`src/rtl/tukey_edge_pkg.sv`:
```
package tukey_edge_pkg;

  // Number of edge-detecting bit pairs.
  localparam int NPAIR = 12;

  // Older index of a pair is always the newer index plus one.
  function automatic int pair_pos(input int idx);
    case (idx)
      0:  return 0;
      1:  return 1;
      2:  return 4;
      3:  return 42;
      4:  return 45;
      5:  return 46;
      6:  return 10;
      7:  return 13;
      8:  return 14;
      9:  return 32;
      10: return 33;
      default: return 36;
    endcase
  endfunction

  // +1: a 1 newer than a 0 adds to the step; -1: reversed.
  function automatic int pair_sign(input int idx);
    return (idx < 6) ? 1 : -1;
  endfunction

  // Scale the window sum down and clip into the output range.
  function automatic int scale_clip(input int total, input int shamt, input int top);
    int q;
    q = total >>> shamt;
    if (q > top) return top;
    if (q < 0) return 0;
    return q;
  endfunction

endpackage

```
`src/rtl/edge_history.sv`:
```
module edge_history #(
  parameter int HLEN = 48
) (
  input  logic            clk,
  input  logic            rst,
  input  logic            en,
  input  logic            bit_in,
  output logic [HLEN-1:0] taps
);
  logic [HLEN-1:1] hist_q;

  assign taps = {hist_q, bit_in};

  always_ff @(posedge clk) begin
    if (rst) begin
      hist_q <= '0;
    end else if (en) begin
      hist_q <= taps[HLEN-2:0];
    end
  end
endmodule

```
`src/rtl/edge_delta.sv`:
```
module edge_delta
  import tukey_edge_pkg::*;
#(
  parameter int HLEN = 48,
  parameter int DW   = 5
) (
  input  logic [HLEN-1:0]        taps,
  output logic signed [DW-1:0]   delta
);
  logic signed [1:0] term [NPAIR];

  for (genvar i = 0; i < NPAIR; i++) begin : g_pair
    localparam int P = pair_pos(i);
    localparam int S = pair_sign(i);
    logic up, dn;
    assign up = taps[P] & ~taps[P+1];
    assign dn = ~taps[P] & taps[P+1];
    if (S > 0) begin : g_pos
      assign term[i] = up ? 2'sd1 : (dn ? -2'sd1 : 2'sd0);
    end else begin : g_neg
      assign term[i] = up ? -2'sd1 : (dn ? 2'sd1 : 2'sd0);
    end
  end

  always_comb begin
    delta = '0;
    for (int i = 0; i < NPAIR; i++) begin
      delta = delta + DW'(term[i]);
    end
  end
endmodule

```
`src/rtl/integ_chain.sv`:
```
module integ_chain #(
  parameter int DW = 5,
  parameter int AW = 5,
  parameter int BW = 8,
  parameter int CW = 12
) (
  input  logic                 clk,
  input  logic                 rst,
  input  logic                 en,
  input  logic signed [DW-1:0] delta,
  output logic signed [AW-1:0] acc_a,
  output logic signed [BW-1:0] acc_b,
  output logic signed [CW-1:0] acc_c
);
  logic signed [AW-1:0] a_nx;
  logic signed [BW-1:0] b_nx;
  logic signed [CW-1:0] c_nx;

  always_comb begin
    a_nx = acc_a + AW'(delta);
    b_nx = acc_b + BW'(a_nx);
    c_nx = acc_c + CW'(b_nx);
  end

  always_ff @(posedge clk) begin
    if (rst) begin
      acc_a <= '0;
      acc_b <= '0;
      acc_c <= '0;
    end else if (en) begin
      acc_a <= a_nx;
      acc_b <= b_nx;
      acc_c <= c_nx;
    end
  end
endmodule

```
`src/rtl/tukey_edge_filter.sv`:
```
module tukey_edge_filter
  import tukey_edge_pkg::*;
#(
  parameter int HLEN  = 48,
  parameter int OUT_W = 8,
  parameter int SHAMT = 2,
  parameter int AW    = 5,
  parameter int BW    = 8,
  parameter int CW    = 12
) (
  input  logic             clk,
  input  logic             rst,
  input  logic             en,
  input  logic             bit_in,
  output logic [OUT_W-1:0] sample_out,
  output logic             sample_vld
);
  localparam int DW   = $clog2(NPAIR + 1) + 1;
  localparam int FW   = $clog2(HLEN + 1);
  localparam int OMAX = (1 << OUT_W) - 1;

  logic [HLEN-1:0]        taps;
  logic signed [DW-1:0]   delta;
  logic signed [AW-1:0]   acc_a;
  logic signed [BW-1:0]   acc_b;
  logic signed [CW-1:0]   acc_c;
  logic [FW-1:0]          fill_q;
  logic                   fill_last;

  edge_history #(.HLEN(HLEN)) u_hist (
    .clk(clk), .rst(rst), .en(en), .bit_in(bit_in), .taps(taps)
  );

  edge_delta #(.HLEN(HLEN), .DW(DW)) u_delta (
    .taps(taps), .delta(delta)
  );

  integ_chain #(.DW(DW), .AW(AW), .BW(BW), .CW(CW)) u_integ (
    .clk(clk), .rst(rst), .en(en), .delta(delta),
    .acc_a(acc_a), .acc_b(acc_b), .acc_c(acc_c)
  );

  // The bit taken at this edge completes the history when fill reaches HLEN-1.
  assign fill_last = (fill_q >= FW'(HLEN - 1));

  always_ff @(posedge clk) begin
    if (rst) begin
      fill_q     <= '0;
      sample_vld <= 1'b0;
    end else begin
      sample_vld <= en & fill_last;
      if (en && fill_q < FW'(HLEN)) fill_q <= fill_q + 1'b1;
    end
  end

  assign sample_out = OUT_W'(scale_clip(int'(acc_c), SHAMT, OMAX));
endmodule

```
`config.mk`:
```
export PLATFORM = sky130hd
export DESIGN_NAME = tukey_edge_filter
export DESIGN_NICKNAME = d
export VERILOG_FILES = /design/src/rtl/tukey_edge_pkg.sv /design/src/rtl/edge_history.sv /design/src/rtl/edge_delta.sv /design/src/rtl/integ_chain.sv /design/src/rtl/tukey_edge_filter.sv
export SDC_FILE = /design/constraint.sdc
export NUM_CORES = 1
export LEC_CHECK = 0
export ABC_AREA = 1
export BUFFER_PORTS_ARGS = -buffer_cell sky130_fd_sc_hd__buf_2
export CORE_ASPECT_RATIO = 0.8
export CORE_MARGIN = 2
export CORE_UTILIZATION = 40
export CTS_BUF_LIST = sky130_fd_sc_hd__clkbuf_4
export CTS_CLUSTER_SIZE = 25
export DETAILED_ROUTE_END_ITERATION = 7
export GPL_TIMING_DRIVEN = 0
export MAX_ROUTING_LAYER = met4
export PLACE_DENSITY = 0.68
export SYNTH_ARGS = -nofsm -noshare
export SYNTH_HDL_FRONTEND = slang
export SYNTH_SLANG_ARGS = --single-unit
```
`constraint.sdc`:
```
create_clock -name clk -period 7.9 [get_ports clk]
set_clock_uncertainty 0.15 [all_clocks]
set_input_delay 0.395 -clock clk [delete_from_list [all_inputs] [get_ports clk]]
set_output_delay 0.395 -clock clk [all_outputs]
set_load 0.02 [all_outputs]
```
==> metrics.txt <==
biggest cell delay along the critical path=0.53 ns; Die Width=127 um; top post-synthesis cells by area=dfxtp_1 (33%), fa_1 (13%), ha_1 (10%), inv_1 (8.5%), o21ai_0 (7.9%); IO Pins=13; EDFF count, synth=0; Startpoint Class=flip-flop; CTS Root Cell=clkbuf_4; Filler cells=1102; share of cells above drive strength 1=18.9%; Tightest Hold Check Type=in2reg; nets=731; Congestion Overflow GR=0; synth warn=0; Slew headroom=53.9%; drt pass-1 iters=4; FF+latch count, synth=79; Synth cell types=32; critical path class=reg2reg; area growth from synthesis to layout=17.3%; die area=13000 um^2; die height=102 um; max frequency=0.124 GHz; Synth Instances=616; TritonCTS clock tree=done; Top FF cell, synth=dfxtp_1; final slew viol count=0; gp weighted congestion=0.891; number of cell rows=35; final WL=11400 um; Sequential Area=1580 um^2; Mapped Avg Cell Area=7.86 um^2; clock latency at the later pin of the worst-skew pair=0.44 ns; Cell Area, Synth=4840 um^2; critical path required time=8.11 ns; RSZ-0062 raised after global routing=true; commonest cells after routing, fill and taps aside=inv_1 (97), dfxtp_1 (77), nor2_1 (76); Core Area=11600 um^2; part of the cycle the worst path needs=102%; Final Non-Filler Cells=810; DR vias/cell=5.04; Final Instance Area=5680 um^2; outcome=finished, violations left; critical path capture point type=flip-flop; initial antenna violation count=1; critical path arrival=8.30 ns; H-tree depth reported by CTS=3; Worst-Margin Slew=0.692 ns; deepest clock path buffer count=2; Max Fanout on Critical Path=4; first-pass GRT wire length=18500 um; Initial DRC Count=276; largest net degree at the start of global routing=17; DRC=0; violated checks=negative setup slack; max cap viols=0; min cycle time layout=8.09 ns; DR vias=4085; IO buf count=11; Multi-input gate area=3030 um^2; final worst-path setup slack=-0.190 ns; Placed Instances=775; Buf+Inv Stages, Crit Path=10; share of the synthesized area in the top cell type=32.7%; Post-DRT Antenna Nets=0; GRT Util Overall=18.5%; syn_nets=691; Placed Instance Area=5090 um^2; clock-pin transition on the worst setup and hold timing paths=0.14 ns; Synth area leader=dfxtp_1; via count of the first global-routing pass=4013; pre-CTS setup slack=-0.616 ns; drt wl/cell=14.1 um; Initial Util=41.6%; Num CTS Buffers=9; Final HPWL DP=8310 um; Post-synth ARST share=0%; final hold vios=0; Slowest-stage cell, CP=fa_1; clk sink count=79; delay-heaviest family, CP=adder cells; leading cell type in the layout, fill and taps excluded=inv_1; register area share after synthesis=32.7%; setup violators final=4
per-stage QoR:
step | util, % | setup TNS (ns) | hold slack (ns)
2_1_floorplan | - | 0 | 0.291
3_3_place_gp | 43.7 | -1.71 | 0.307
4_1_cts | 46.9 | -0.163 | 0.0196
6_report | 48.8 | -0.538 | 0.0527
3_5_place_dp | 43.7 | -2.81 | 0.313
5_1_grt | 48.8 | -2.52 | 0.0323
final timing paths:
check | from | endpoint | slack (ns) | depth (start not counted)
worst max-delay path | u_hist.hist_q[1] | u_integ.acc_c[8] | -0.19 | 40
worst min-delay path | bit_in | u_hist.hist_q[1] | 0.05 | 3
worst max register to register | u_hist.hist_q[1] | u_integ.acc_c[8] | -0.19 | 40
worst min register to register | fill_q[5] | sample_vld | 0.33 | 2
worst reg2reg max path, delay by kind of cell (launching register included):
family          cells  cell delay, ns
compound gates      4            0.62
flops               1            0.37
fa+ha+maj          13            4.90
simple gates       11            1.11
xor+xnor            2            0.36
buf+inv            10            0.47
metal layers:
layer | share of wire, % | track usage (%) | vias to the layer above
met3 | 3.7 | 4.40 | 21
li1 | - | - | 2025
met2 | 47 | 30.3 | 70
met1 | 47 | 23.1 | 1969
met4 | 1.7 | 5.24 | 0
met5 | 0 | - | -
area by class of cell:
cell class	count	share of cell area, %
Clock buffer	9	1.19
Multi-Input combinational cell	399	53.3
Sequential cell	79	27.9
Timing Repair Buffer	29	3.35
Tap cell	148	3.26
Clock inverter	7	1.56
Buffer	24	1.81
Inverter	114	7.62
Antenna cell	1	0.0441
sequential cells by signal, summed over array words and instances (netlist names):
register / flops
sample_vld: 1
u_hist.hist_q: 47
u_integ.acc_a: 5
u_integ.acc_c: 12
u_integ.acc_b: 8
fill_q: 6
synthesized netlist by cell type (all sizes together) (3+ instances only):
master,number
nand3,22
xor2,14
nor2,80
inv,113
fa,31
a21oi,64
o21ai,79
clkbuf,21
nand2,59
buf,3
ha,40
dfxtp,79
repair_timing:
action,4_1_cts,5_1_grt
setup endpoints to repair,6,6
gates resized for setup,35,40
gates cloned,0,0
hold buffers,0,0
setup buffers,9,10
pin swaps,29,23
kinds of logic after synthesis:
logic type | Yosys count | synth area share (%)
compound gates | 149 | 15.9
flops | 79 | 32.7
simple gates | 164 | 14.6
fa+ha+maj | 71 | 23.2
buf+inv | 138 | 11.0
xor+xnor | 15 | 2.71
Power is not shown: default switching activity piles up to over one toggle a cycle in this logic, so the estimate is an artifact.
